[src/rtl/mask_shl_pkg.sv]
package mask_shl_pkg;
  localparam int MASK_W     = 64;
  localparam int NUM_REGS   = 8;
  localparam int IDX_W      = $clog2(NUM_REGS);
  localparam int NUM_WIDTHS = 4;
  localparam int CNT_W      = 8;

  typedef enum logic [1:0] {
    WSEL_8  = 2'd0,
    WSEL_16 = 2'd1,
    WSEL_32 = 2'd2,
    WSEL_64 = 2'd3
  } wsel_e;

  localparam logic [1:0] MODE_REG = 2'b11;
endpackage

[src/rtl/mask_shl_core.sv]
module mask_shl_core
  import mask_shl_pkg::*;
(
  input  logic [MASK_W-1:0] src_i,
  input  logic [1:0]        width_sel_i,
  input  logic [CNT_W-1:0]  cnt_i,
  output logic [MASK_W-1:0] res_o
);
  logic [MASK_W-1:0] cand [NUM_WIDTHS];

  for (genvar g = 0; g < NUM_WIDTHS; g++) begin : g_width
    localparam int W = 8 << g;
    localparam logic [MASK_W-1:0] WMASK = {MASK_W{1'b1}} >> (MASK_W - W);
    always_comb begin
      if (int'(cnt_i) > W - 1) cand[g] = '0;
      else                     cand[g] = (src_i << cnt_i) & WMASK;
    end
  end

  assign res_o = cand[width_sel_i];
endmodule

[src/rtl/mask_shl_regfile.sv]
module mask_shl_regfile
  import mask_shl_pkg::*;
(
  input  logic              clk_i,
  input  logic              rst_ni,
  input  logic              we_i,
  input  logic [IDX_W-1:0]  waddr_i,
  input  logic [MASK_W-1:0] wdata_i,
  input  logic [IDX_W-1:0]  raddr_a_i,
  output logic [MASK_W-1:0] rdata_a_o,
  input  logic [IDX_W-1:0]  raddr_b_i,
  output logic [MASK_W-1:0] rdata_b_o
);
  logic [MASK_W-1:0] mem [NUM_REGS];

  for (genvar r = 0; r < NUM_REGS; r++) begin : g_reg
    always_ff @(posedge clk_i or negedge rst_ni) begin
      if (!rst_ni)                             mem[r] <= '0;
      else if (we_i && waddr_i == IDX_W'(r))   mem[r] <= wdata_i;
    end
  end

  assign rdata_a_o = mem[raddr_a_i];
  assign rdata_b_o = mem[raddr_b_i];

  assert_write_lands_R6: assert property (@(posedge clk_i) disable iff (!rst_ni)
    we_i |=> mem[$past(waddr_i)] == $past(wdata_i));
endmodule

[src/rtl/mask_shl_unit.sv]
module mask_shl_unit
  import mask_shl_pkg::*;
(
  input  logic               clk_i,
  input  logic               rst_ni,
  input  logic               op_valid_i,
  input  logic [1:0]         width_sel_i,
  input  logic [7:0]         modrm_i,
  input  logic [CNT_W-1:0]   imm_i,
  input  logic               ld_valid_i,
  input  logic [IDX_W-1:0]   ld_idx_i,
  input  logic [MASK_W-1:0]  ld_data_i,
  input  logic [IDX_W-1:0]   rd_idx_i,
  output logic [MASK_W-1:0]  rd_data_o,
  output logic               done_o,
  output logic               illegal_o
);
  logic [1:0]        mode;
  logic [IDX_W-1:0]  dst_idx, src_idx;
  logic              op_legal, op_bad;
  logic [MASK_W-1:0] src_val, exec_res;
  logic              we;
  logic [IDX_W-1:0]  waddr;
  logic [MASK_W-1:0] wdata;
  logic              done_q, illegal_q;

  assign mode     = modrm_i[7:6];
  assign dst_idx  = modrm_i[3 +: IDX_W];
  assign src_idx  = modrm_i[0 +: IDX_W];
  assign op_legal = op_valid_i && (mode == MODE_REG);
  assign op_bad   = op_valid_i && (mode != MODE_REG);

  mask_shl_core u_core (
    .src_i       (src_val),
    .width_sel_i (width_sel_i),
    .cnt_i       (imm_i),
    .res_o       (exec_res)
  );

  // operation result has priority over the load port
  assign we    = op_legal || ld_valid_i;
  assign waddr = op_legal ? dst_idx  : ld_idx_i;
  assign wdata = op_legal ? exec_res : ld_data_i;

  mask_shl_regfile u_rf (
    .clk_i     (clk_i),
    .rst_ni    (rst_ni),
    .we_i      (we),
    .waddr_i   (waddr),
    .wdata_i   (wdata),
    .raddr_a_i (src_idx),
    .rdata_a_o (src_val),
    .raddr_b_i (rd_idx_i),
    .rdata_b_o (rd_data_o)
  );

  always_ff @(posedge clk_i or negedge rst_ni) begin
    if (!rst_ni) begin
      done_q    <= 1'b0;
      illegal_q <= 1'b0;
    end else begin
      done_q    <= op_legal;
      illegal_q <= op_bad;
    end
  end

  assign done_o    = done_q;
  assign illegal_o = illegal_q;

  // checker-side width limit, independent of the core's mask generation
  logic [7:0] chk_limit;
  always_comb begin
    unique case (width_sel_i)
      WSEL_8:  chk_limit = 8'd7;
      WSEL_16: chk_limit = 8'd15;
      WSEL_32: chk_limit = 8'd31;
      default: chk_limit = 8'd63;
    endcase
  end

  assert_over_limit_zero_R3: assert property (@(posedge clk_i) disable iff (!rst_ni)
    (op_legal && imm_i > chk_limit) |-> exec_res == '0);
  assert_upper_clear_R5: assert property (@(posedge clk_i) disable iff (!rst_ni)
    (op_legal && width_sel_i != WSEL_64) |-> (exec_res >> (chk_limit + 8'd1)) == '0);
  assert_done_follows_R8: assert property (@(posedge clk_i) disable iff (!rst_ni)
    op_legal |=> done_o && !illegal_o);
  assert_illegal_flag_R7: assert property (@(posedge clk_i) disable iff (!rst_ni)
    op_bad |=> illegal_o && !done_o);
  assert_no_spurious_done_R8: assert property (@(posedge clk_i) disable iff (!rst_ni)
    !op_valid_i |=> !done_o && !illegal_o);
endmodule

[config.mk]
export PLATFORM = sky130hd
export DESIGN_NAME = mask_shl_unit
export DESIGN_NICKNAME = d
export VERILOG_FILES = /design/src/rtl/mask_shl_pkg.sv /design/src/rtl/mask_shl_core.sv /design/src/rtl/mask_shl_regfile.sv /design/src/rtl/mask_shl_unit.sv
export SDC_FILE = /design/constraint.sdc
export NUM_CORES = 1
export LEC_CHECK = 0
export CAP_MARGIN = 20
export CORE_AREA = 2 2 362 364
export CTS_CLUSTER_SIZE = 40
export DETAILED_ROUTE_END_ITERATION = 10
export DIE_AREA = 0 0 364 366
export MAX_ROUTING_LAYER = met4
export PLACE_DENSITY = 0.37
export SLEW_MARGIN = 5
export SYNTH_ARGS = -nofsm -noshare
export SYNTH_HDL_FRONTEND = slang
export SYNTH_SLANG_ARGS = --single-unit
[constraint.sdc]
create_clock -name clk_i -period 4.3 [get_ports clk_i]
set_input_delay 0.86 -clock clk_i [delete_from_list [all_inputs] [get_ports clk_i]]
set_output_delay 0.86 -clock clk_i [all_outputs]
set_load 0.005 [all_outputs]
Yosys cells after proc, flatten, opt, wreduce, memory -nomap -nowiden
Index checks and enable logic that the tools add are counted.
- word-level logic and storage cells: 57
- output and inout port bits: 66
- flip-flop bits (word level): 514
- multiplexer cells: 15
- $lt $le $gt $ge: 7
- shifts and indexed selects: 1
- eq/ne operators: 9
- reductions and logical operators: 12
- bitwise gates (word level): 3
- operators with widths (kind ; number):
    2-to-1 mux 64 bit ; 8
    binary-select mux 64 bit (select 3 bit) ; 2
    binary-select mux 64 bit (select 2 bit) ; 1
    left shift 64 x 8 -> 64 bit ; 1
    2-to-1 mux 32 bit ; 1
    2-to-1 mux 16 bit ; 1
    equality test 3 bit, second input constant ; 4
    logical AND 1 bit ; 10
    >= comparator 4 bit, second input constant ; 2
    > comparator 8 x 3 -> 1 bit, second input constant ; 1
    > comparator 8 x 4 -> 1 bit, second input constant ; 1
    > comparator 8 x 5 -> 1 bit, second input constant ; 1
    > comparator 8 x 6 -> 1 bit, second input constant ; 1
    2-to-1 mux 8 bit ; 1
    inverter 3 -> 4 bit ; 2
    equality test 3 x 2 -> 1 bit, second input constant ; 2
    equality test 3 x 1 -> 1 bit, second input constant ; 1
    >= comparator 3 bit, second input constant ; 1
    zero test 3 bit ; 1
    2-to-1 mux 3 bit ; 1
    inverter 2 -> 3 bit ; 1
    equality test 2 bit, second input constant ; 1
    != test 2 bit, second input constant ; 1
    logical OR 1 bit ; 1

Longest topological paths before layout
Gate-level depths: netlist (run 1).
- depth after elaboration: 10
- mapped depth: 15
- mapped depth without buffers: 9

Hierarchy
Synthesis (run 1) repeated with hierarchy kept, for this count alone.
- cells, all modules: 2226
- area total of the unflattened synthesis: 32239.7 um^2
- modules (own cells, without submodules) (module ; area an instance (um^2) ; instances ; seq. area each (um^2) ; cells an instance):
    mask_shl_regfile ; 26615.5 ; 1 ; 12812.3 ; 1541
    mask_shl_core ; 4714.5 ; 1 ; 0.0 ; 605
    mask_shl_unit ; 909.6 ; 1 ; 50.0 ; 80

Worst setup path after synthesis (run 1)
Ideal clock, no wire load.
- path type: input -> register
- start: in modrm_i[0]
- end: reg u_rf.mem[106] (netlist name)
- path buffers: 3
- arrival time: 3.569 ns
- cell stages on the path: 12
- library setup time: 0.125 ns
- slack: 0.605 ns
- cells stage by stage: buf_6 -> buf_6 -> buf_2 -> mux2i_1 -> a22oi_1 -> and2_0 -> mux4_2 -> mux2i_4 -> o22ai_2 -> mux2_2 -> a221o_1 -> mux2_4
- cells in the longest elaborated chain, start to end: 10
- ends and longest elaborated chain (element ; line ; source):
    from (decl) ; mask_shl_unit.sv:8 ; input logic [7:0] modrm_i,
    inverter 3 -> 4 bit (implied by the code) ; mask_shl_regfile.sv:23 ; assign rdata_a_o = mem[raddr_a_i];
    binary-select mux 64 bit (select 3 bit) ; mask_shl_regfile.sv:23 ;
    2-to-1 mux 64 bit (implied by the code) (2 in a row) ; mask_shl_regfile.sv:23 ;
    left shift 64 x 8 -> 64 bit ; - ;
    2-to-1 mux 64 bit ; mask_shl_core.sv:15 ; if (int'(cnt_i) > W - 1) cand[g] = '0;
    binary-select mux 64 bit (select 2 bit) ; mask_shl_core.sv:20 ; assign res_o = cand[width_sel_i];
    2-to-1 mux 64 bit (implied by the code) (2 in a row) ; mask_shl_core.sv:20 ;
    2-to-1 mux 64 bit ; mask_shl_unit.sv:43 ; assign wdata = op_legal ? exec_res : ld_data_i;
    to (signal, indexed assignment) ; mask_shl_regfile.sv:19 ; else if (we_i && waddr_i == IDX_W'(r)) mem[r] <= wdata_i;
    to (decl) ; mask_shl_regfile.sv:14 ; logic [MASK_W-1:0] mem [NUM_REGS];
No other way between the ends. The select of a mux whose other input is x is not followed.
A chain may end at the register's enable or synchronous reset.

Final worst setup path (run 1)
- start: in modrm_i[1]
- end: reg u_rf.mem[52] (netlist name)
Same word-level chain as after synthesis.

==> impl_table.tex, run 1 <==
\begin{tabular}{lr}
\hline
Metric & Value \\
\hline
\multicolumn{2}{l}{\textbf{Clock tree}} \\
Number of gates given a new drive strength after cts & 0 \\
Number of buffers added for setup after CTS & 0 \\
CTS H-Tree Depth & 3 \\
CTS clk-pin slew, worst paths & 0.06 ns \\
Number of hold buffers added after CTS & 0 \\
Later-pin clock latency in the skew report & 0.70 ns \\
Clk sink count & 514 \\
Clock Tree Root & sky130\_fd\_sc\_hd\_\_clkbuf\_16 \\
TritonCTS clock tree & built \\
Number of buffers inserted during clock tree synthesis & 70 \\
Clock tree buffer depth & 3 \\
\multicolumn{2}{l}{\textbf{Worst setup path}} \\
Setup crit start kind & primary input \\
Critical path fanouts, max & 19 \\
Crit end category & flop \\
Arrival @ worst endpoint & 4.82 ns \\
R2R Path Start & u\_rf.mem[256]\$\_DFFE\_PN0P\_ \\
Terminus of the critical flop-to-flop path & u\_rf.mem[103]\$\_DFFE\_PN0P\_ \\
Ordered list of cells on the worst path & buf\_4 > buf\_12 > buf\_4 > mux2i\_1 > a22oi\_1 > buf\_4 > a32o\_1 > a221o\_1 > a22oi\_1 > buf\_4 > o22ai\_1 > a211oi\_1 > buf\_4 > o21ai\_1 > buf\_4 > mux2\_2 \\
FF-to-FF path depth & 12 \\
Slowest-stage cell, CP & sky130\_fd\_sc\_hd\_\_a211oi\_1 \\
Timing startpoint of the critical path & modrm\_i[1] \\
Worst setup slack for register-to-register paths & 0.43 ns \\
Category of the most critical setup path & primary input to flop \\
Slowest stage delay, CP & 0.45 ns \\
Critical path required time & 4.86 ns \\
Most frequent cell on the critical path & sky130\_fd\_sc\_hd\_\_buf\_4 \\
\multicolumn{2}{l}{\textbf{Power and ir drop}} \\
Final Power & 19.4 mW \\
Leakage power & 18.0 nW \\
Worst ir drop on vdd & 231 uV \\
Cell Pwr Density & 456 nW/um\^{}2 \\
\multicolumn{2}{l}{\textbf{Cells and area}} \\
Finished Core Util & 0.330 \\
Area Growth Syn to Fin & 32.3\% \\
Share of cells above drive strength 1 & 0.331 \\
Net count, final & 3716 \\
Non-Filler Cell Area, Final & 42500 um\^{}2 \\
Number of filler cells placed in the layout & 13100 \\
Non-filler cells, final & 5417 \\
\multicolumn{2}{l}{\textbf{STA}} \\
Layout Skew & 0.0458 ns \\
Slew headroom & 0.309 \\
Final critical path time including I/O delays and setup & 4.26 ns \\
Post-route fraction of the period consumed by the critical path & 0.991 \\
Highest clock rate & 235 MHz \\
Count of final setup violators & 0 \\
Setup repair after global routing missed its margin & no \\
Worst-margin pin slew & 1.04 ns \\
Max-slew violation count & 0 \\
Worst hold slack across all endpoints & 0.247 ns \\
Fin. Hold Viols & 0 \\
\multicolumn{2}{l}{\textbf{Job}} \\
Reported max-cap violation count & 0 \\
\multicolumn{2}{l}{\textbf{Synthesis}} \\
Cell area after synthesis & 32100 um\^{}2 \\
Count of flip-flops with a built-in enable after synthesis & 0 \\
Post-synthesis async set-or-reset flop share & 1.00 \\
Library cell with the highest instance count after synthesis & sky130\_fd\_sc\_hd\_\_dfrtp\_1 \\
Register area share after synthesis & 0.400 \\
Post-synth top area cell & sky130\_fd\_sc\_hd\_\_dfrtp\_1 \\
Post-synth top area share & 0.400 \\
Number of warnings reported in the yosys synthesis log & 0 \\
Top flip-flop cell by instance count after synthesis & sky130\_fd\_sc\_hd\_\_dfrtp\_1 \\
Mapped Avg Cell Area & 10.5 um\^{}2 \\
Flop and latch count out of synthesis & 514 \\
Distinct cell type count after synthesis & 87 \\
Net count of the mapped netlist & 3149 \\
Gate Count Post-Synth & 3057 \\
Commonest cells post-synth & sky130\_fd\_sc\_hd\_\_dfrtp\_1, sky130\_fd\_sc\_hd\_\_nand2\_1, sky130\_fd\_sc\_hd\_\_o21ai\_0, sky130\_fd\_sc\_hd\_\_mux2\_2, sky130\_fd\_sc\_hd\_\_mux2i\_1 \\
Cell types occupying the most area after synthesis & sky130\_fd\_sc\_hd\_\_dfrtp\_1, sky130\_fd\_sc\_hd\_\_mux4\_2, sky130\_fd\_sc\_hd\_\_mux2\_2, sky130\_fd\_sc\_hd\_\_mux2i\_1, sky130\_fd\_sc\_hd\_\_nand2\_1 \\
\multicolumn{2}{l}{\textbf{Die}} \\
Core Rows & 132 \\
Die H & 366 um \\
Die width & 364 um \\
Initial standard-cell utilization of the core & 0.249 \\
I/O pin count & 158 \\
Die area & 133000 um\^{}2 \\
Placeable Area & 129000 um\^{}2 \\
\multicolumn{2}{l}{\textbf{Route}} \\
Routed length per instance & 30.5 um \\
ANT nets after route & 0 \\
Average via count per standard cell & 5.45 \\
Routed Wire Length & 165 mm \\
Via count & 29500 \\
DRT iter0 DRCs & 2889 \\
Number of design rule violations left after detail routing & 0 \\
Number of iterations in the first detailed-routing pass & 8 \\
\multicolumn{2}{l}{\textbf{Global routing}} \\
Aggregate global-route resource usage & 0.253 \\
Via count of the first global-routing pass & 29800 \\
Antenna violations before repair & 4 \\
Pin count of the biggest net entering global routing & 99 \\
GR Overflow Total & 0 \\
Wire length of the first global-routing pass & 234 mm \\
\multicolumn{2}{l}{\textbf{Place}} \\
Cell area reported after detailed placement & 40200 um\^{}2 \\
Last weighted congestion value of the routability-driven placer & 0.990 \\
Number of placed cells counting well taps & 5294 \\
Count of buffers inserted at the top-level ports & 157 \\
Post-DP HPWL & 126 mm \\
\multicolumn{2}{l}{\textbf{Hold path}} \\
Hold WC Path Type & primary input to async pin \\
\multicolumn{2}{l}{\textbf{Run status}} \\
Outcome & finished, final reports clean \\
\hline
\end{tabular}
==> state kept, by name (all words and copies together), names as in the netlist <==
register and count:
done_o 1, illegal_o 1, u_rf.mem 512
==> final cells by class <==
class | instances | area [um^2] | area share
Multi-Input combinational cell | 2273 | 18200 | 0.428
Sequential cell | 514 | 12900 | 0.302
Timing Repair Buffer | 753 | 6980 | 0.164
Tap cell | 1742 | 2180 | 0.0513
Clock buffer | 98 | 2030 | 0.0478
Clock inverter | 23 | 235 | 0.00553
Inverter | 12 | 45.0 | 0.00106
Antenna cell | 2 | 5.00 | 0.000118
==> metrics by stage <==
step | TNS [ns] | setup slack [ns]
after floorplan | 0 | 0.605
after detailed placement | -88.01 | -0.681
after global placement | -92.03 | -0.824
after global routing | 0 | 0.0376
final | 0 | 0.0383
after CTS | 0 | 0.0558
==> worst max-delay path: cells and delay by family <==
family                 cells  cell delay [ns]
AOI/OAI and AO/OA          7             1.83
muxes                      2             0.60
buffers and inverters      7             1.50
==> how the worst max path moves through the flow <==
stage	endpoint	slack [ns]	cells past startpoint
finish	u_rf.mem[52]$_DFFE_PN0P_	0.04	16
global route	u_rf.mem[356]$_DFFE_PN0P_	0.04	14
CTS	u_rf.mem[494]$_DFFE_PN0P_	0.06	13
detailed placement	u_rf.mem[494]$_DFFE_PN0P_	-0.68	13
global placement	u_rf.mem[302]$_DFFE_PN0P_	-0.82	13
floorplan	u_rf.mem[106]$_DFFE_PN0P_	0.61	12
==> placed cells by master, fill, tap and decap left out, drive strengths merged, types with 7 or more instances in the layout <==
cell type,Yosys,final
nor2,154,154
dfrtp,514,514
a31oi,45,45
a211oi,21,21
nand4,32,32
mux4,176,176
and2,19,19
a22oi,124,124
o211ai,16,16
mux2,282,282
a32oi,19,19
clkbuf,187,99
a211o,11,11
nand2b,10,10
a221o,7,7
o21ai,287,287
a21oi,78,78
o31ai,26,26
clkinv,4,18
mux2i,234,234
nand3,107,107
inv,8,11
buf,71,606
nor2b,16,16
nor3,29,29
a221oi,14,14
o22ai,21,21
clkdlybuf4s50,0,146
a2bb2oi,10,10
nand2,422,422
or2,12,12
a2111oi,13,13
o221ai,17,17
==> power by group <==
part | total [mW] | internal [mW] | switching (mW)
Combinational | 6.48 | 3.27 | 3.21
Sequential | 7.07 | 6.05 | 1.02
Clock | 5.83 | 3.47 | 2.36
==> per-layer routing <==
metal | track usage | part of all wire | vias to the layer above
met1 | 0.352 | 0.46 | 15400
met2 | 0.382 | 0.45 | 1137
met3 | 0.0350 | 0.060 | 194
li1 | - | - | 12700
met5 | - | 0 | -
met4 | 0.0737 | 0.029 | 0
==> cells by family after synthesis <==
group,Yosys count,synth area share
AOI/OAI and AO/OA,761,0.155
buffers and inverters,270,0.0374
DFF,514,0.400
muxes,692,0.297
and+or+nand+nor,820,0.110
Note: power is estimated with default switching activity, not from simulation.
==> inputs of run 2 (changes only) <==
Settings changed: PLACE_DENSITY 0.37 to default, SKIP_LAST_GASP from default to 1, TNS_END_PERCENT from default to 5.
==> run 2 against run 1 <==
Against the previous run:
- first-iteration DRC count rose by 12%
- power fell by 5.0%
- via count is 1.2% lower
- routed wire length fell by 11%
- clock-buffer cell count fell by 15
- worst hold slack improved by 0.067 ns
- utilization is 0.82 points lower
- clock power is 12% lower
- sequential share of layout area up 0.77 points
- combinational power is 3% lower
- register-to-register slack about the same
- largest cell class unchanged
==> impl_table.tex, run 2 (same netlist as run 1, synthesis figures left out) <==
\begin{tabular}{lr}
\hline
Metric & Value \\
\hline
\multicolumn{2}{l}{\textbf{Die}} \\
Die H & 366 um (unchanged) \\
Die area & 133000 um\^{}2 (unchanged) \\
Die width & 364 um (unchanged) \\
Placeable Area & 129000 um\^{}2 (unchanged) \\
Initial standard-cell utilization of the core & 0.249 (unchanged) \\
I/O pin count & 158 (unchanged) \\
Core Rows & 132 (unchanged) \\
\multicolumn{2}{l}{\textbf{Route}} \\
Average via count per standard cell & 5.47 (was 5.45) \\
Number of design rule violations left after detail routing & 0 (unchanged) \\
Routed Wire Length & 146 mm (was 165 mm) \\
ANT nets after route & 0 (unchanged) \\
Routed length per instance & 27.5 um (was 30.5 um) \\
Number of iterations in the first detailed-routing pass & 9 (was 8) \\
DRT iter0 DRCs & 3247 (was 2889) \\
Via count & 29200 (was 29500) \\
\multicolumn{2}{l}{\textbf{Power and ir drop}} \\
Leakage power & 17.4 nW (was 18.0 nW) \\
Switching share of power & 0.339 (was 0.340) \\
Final Power & 18.4 mW (was 19.4 mW) \\
Worst ir drop on vdd & 358 uV (was 231 uV) \\
Power dissipated by switching net loads & 6.24 mW (was 6.59 mW) \\
Cell Pwr Density & 444 nW/um\^{}2 (was 456 nW/um\^{}2) \\
Power share of the combinational group & 0.341 (was 0.334) \\
Flop pwr share & 0.381 (was 0.365) \\
Clock network fraction of design power & 0.278 (was 0.301) \\
Internal portion of total power & 12.2 mW (was 12.8 mW) \\
\multicolumn{2}{l}{\textbf{Worst setup path}} \\
Category of the most critical setup path & primary input to flop (unchanged) \\
Setup crit start kind & primary input (unchanged) \\
Delay-heaviest family, CP & compound AO/OA/AOI/OAI gates (unchanged) \\
Slowest-stage cell, CP & sky130\_fd\_sc\_hd\_\_a2111oi\_0 (was sky130\_fd\_sc\_hd\_\_a211oi\_1) \\
Slowest stage delay, CP & 0.83 ns (was 0.45 ns) \\
Arrival @ worst endpoint & 4.63 ns (was 4.82 ns) \\
Crit end category & flop (unchanged) \\
Most frequent cell on the critical path & sky130\_fd\_sc\_hd\_\_a2111oi\_0 (was sky130\_fd\_sc\_hd\_\_buf\_4) \\
Buffers \& Inverters on Critical Path & 3 (was 7) \\
Critical path fanouts, max & 16 (was 19) \\
Critical path required time & 4.80 ns (was 4.86 ns) \\
Ordered list of cells on the worst path & buf\_6 > nor2\_2 > buf\_12 > a22oi\_1 > nand3\_1 > a41oi\_1 > a2111oi\_0 > buf\_4 > a211oi\_1 > a2111oi\_0 > o21bai\_2 > o21ai\_1 (was buf\_4 > buf\_12 > buf\_4 > mux2i\_1 > a22oi\_1 > buf\_4 > a32o\_1 > a221o\_1 > a22oi\_1 > buf\_4 > o22ai\_1 > a211oi\_1 > buf\_4 > o21ai\_1 > buf\_4 > mux2\_2) \\
\multicolumn{2}{l}{\textbf{STA}} \\
Post-route fraction of the period consumed by the critical path & 0.959 (was 0.991) \\
Max-slew violation count & 0 (unchanged) \\
Final critical path time including I/O delays and setup & 4.12 ns (was 4.26 ns) \\
Worst hold slack across all endpoints & 0.314 ns (was 0.247 ns) \\
Layout Skew & 0.0558 ns (was 0.0458 ns) \\
Setup repair after global routing missed its margin & no (unchanged) \\
Slew headroom & 0.330 (was 0.309) \\
Count of final setup violators & 0 (unchanged) \\
Fin. Hold Viols & 0 (unchanged) \\
Worst-margin pin slew & 1.01 ns (was 1.04 ns) \\
Highest clock rate & 243 MHz (was 235 MHz) \\
\multicolumn{2}{l}{\textbf{Global routing}} \\
Antenna violations before repair & 8 (was 4) \\
Wire length of the first global-routing pass & 210 mm (was 234 mm) \\
M2 GR Usage & 0.329 (was 0.382) \\
Pin count of the biggest net entering global routing & 108 (was 99) \\
Aggregate global-route resource usage & 0.221 (was 0.253) \\
Global routing usage on met3 & 0.0389 (was 0.0350) \\
Via count of the first global-routing pass & 28500 (was 29800) \\
Met1 Track Usage GR & 0.304 (was 0.352) \\
GR Overflow Total & 0 (unchanged) \\
Most congested layer reported by global routing & met2 (unchanged) \\
\multicolumn{2}{l}{\textbf{Clock tree}} \\
TritonCTS clock tree & built (unchanged) \\
Number of hold buffers added after CTS & 0 (unchanged) \\
Clk sink count & 514 (unchanged) \\
Number of buffers inserted during clock tree synthesis & 58 (was 70) \\
Number of buffers added for setup after CTS & 0 (unchanged) \\
Clock Tree Root & sky130\_fd\_sc\_hd\_\_clkbuf\_16 (unchanged) \\
Clock tree buffer depth & 3 (unchanged) \\
CTS H-Tree Depth & 2 (was 3) \\
CTS clk-pin slew, worst paths & 0.06 ns (about the same) \\
Number of gates given a new drive strength after cts & 0 (unchanged) \\
Later-pin clock latency in the skew report & 0.68 ns (was 0.70 ns) \\
\multicolumn{2}{l}{\textbf{Job}} \\
Reported max-cap violation count & 0 (unchanged) \\
\multicolumn{2}{l}{\textbf{Place}} \\
Post-DP HPWL & 111 mm (was 126 mm) \\
Last weighted congestion value of the routability-driven placer & 1.07 (was 0.990) \\
Number of placed cells counting well taps & 5213 (was 5294) \\
Cell area reported after detailed placement & 39500 um\^{}2 (was 40200 um\^{}2) \\
Count of buffers inserted at the top-level ports & 157 (unchanged) \\
\multicolumn{2}{l}{\textbf{Cells and area}} \\
Largest reg by FF count & u\_rf.mem (unchanged) \\
Max FFs per register & 512 (unchanged) \\
Area Growth Syn to Fin & 29.0\% (was 32.3\%) \\
Share of cells above drive strength 1 & 0.314 (was 0.331) \\
Non-Filler Cell Area, Final & 41500 um\^{}2 (was 42500 um\^{}2) \\
Net count, final & 3623 (was 3716) \\
Leading cell type in the layout, fill and taps excluded & sky130\_fd\_sc\_hd\_\_dfrtp\_1 (was sky130\_fd\_sc\_hd\_\_buf\_4) \\
Leading cell types in the layout, fill and taps excluded & sky130\_fd\_sc\_hd\_\_dfrtp\_1, sky130\_fd\_sc\_hd\_\_buf\_4, sky130\_fd\_sc\_hd\_\_nand2\_1, sky130\_fd\_sc\_hd\_\_o21ai\_0, sky130\_fd\_sc\_hd\_\_mux2\_2 (was sky130\_fd\_sc\_hd\_\_buf\_4, sky130\_fd\_sc\_hd\_\_dfrtp\_1, sky130\_fd\_sc\_hd\_\_nand2\_1, sky130\_fd\_sc\_hd\_\_o21ai\_0, sky130\_fd\_sc\_hd\_\_mux2\_2) \\
Non-filler cells, final & 5328 (was 5417) \\
\multicolumn{2}{l}{\textbf{Hold path}} \\
Hold WC Path Type & primary input to async pin (unchanged) \\
\multicolumn{2}{l}{\textbf{Run status}} \\
Outcome & finished, final reports clean (unchanged) \\
\hline
\end{tabular}
-- run 2: cell count changes in the layout (fill, tap and decap cells not counted), moves of 2 or more --
cell / change
sky130_fd_sc_hd__inv_6: -2
sky130_fd_sc_hd__buf_12: -12
sky130_fd_sc_hd__buf_4: -69
sky130_fd_sc_hd__diode_2: +5
sky130_fd_sc_hd__clkinvlp_4: -2
sky130_fd_sc_hd__clkinv_2: +5
sky130_fd_sc_hd__clkbuf_1: -4
sky130_fd_sc_hd__clkbuf_8: +3
sky130_fd_sc_hd__clkbuf_16: -14
-- run 2: per-layer routing --
metal | routed length [um] | vias to the layer above | share of wire
li1 | - | 12600 | -
met1 | 64200 | 15000 | 0.44
met2 | 65300 | 1389 | 0.45
met3 | 12000 | 220 | 0.082
met4 | 4940 | 0 | 0.034
met5 | 0 | - | 0
-- run 2: final timing paths --
| kind | startpoint | end | slack, ns | cells past startpoint |
|---|---|---|---|---|
| worst max-delay path | modrm_i[0] | u_rf.mem[302]$_DFFE_PN0P_ | 0.18 | 12 |
| worst min-delay path | rst_ni | u_rf.mem[426]$_DFFE_PN0P_ | 0.31 | 1 |
| worst max register to register | u_rf.mem[416]$_DFFE_PN0P_ | u_rf.mem[52]$_DFFE_PN0P_ | 0.44 | 12 |
| worst min register to register | u_rf.mem[326]$_DFFE_PN0P_ | u_rf.mem[326]$_DFFE_PN0P_ | 0.50 | 2 |
| max in group asynchronous | rst_ni | u_rf.mem[128]$_DFFE_PN0P_ | 2.84 | 2 |
| min in group clk_i | u_rf.mem[326]$_DFFE_PN0P_ | u_rf.mem[326]$_DFFE_PN0P_ | 0.50 | 2 |
-- run 2: power groups by stage --
stage                     clock network (mW)  registers, mW  logic [mW]
after floorplan                            0           6.73        3.44
after global placement                     0           7.01        6.17
after detailed placement                   0           7.06        6.23
after CTS                               5.20           6.99        6.26
after global routing                    5.40           7.16        6.69
final                                   5.12           7.02        6.28
-- run 2: per-stage QoR --
stage,util,setup TNS (ns),setup WS (ns)
2_1_floorplan,-,0,0.605
5_1_grt,0.321,0,0.0283
3_3_place_gp,0.306,-25.12,-0.519
3_5_place_dp,0.306,-27.25,-0.437
6_report,0.321,0,0.178
4_1_cts,0.321,0,0.226
-- run 2: cell type report --
cell class / instances / area [um^2]
fill: 13200 / 87500
sequential: 514 / 12900
tap: 1742 / 2180
clock inverter: 25 / 250
inverter: 12 / 45.0
timing repair buffer: 672 / 6220
antenna: 7 / 17.5
multi-input combinational: 2273 / 18200
clock buffer: 83 / 1710
-- run 2: worst reg2reg max path: stages, from the launching register on --
cell                       delay (ns)
sky130_fd_sc_hd__dfrtp_1         0.39
sky130_fd_sc_hd__mux4_1          0.53
sky130_fd_sc_hd__mux2_2          0.36
sky130_fd_sc_hd__a32o_1          0.25
sky130_fd_sc_hd__a221o_1         0.39
sky130_fd_sc_hd__buf_4           0.20
sky130_fd_sc_hd__a22oi_1         0.39
sky130_fd_sc_hd__buf_4           0.21
sky130_fd_sc_hd__o22ai_1         0.08
sky130_fd_sc_hd__a211oi_1        0.21
sky130_fd_sc_hd__buf_4           0.19
sky130_fd_sc_hd__o21ai_1         0.21
sky130_fd_sc_hd__mux2_2          0.34
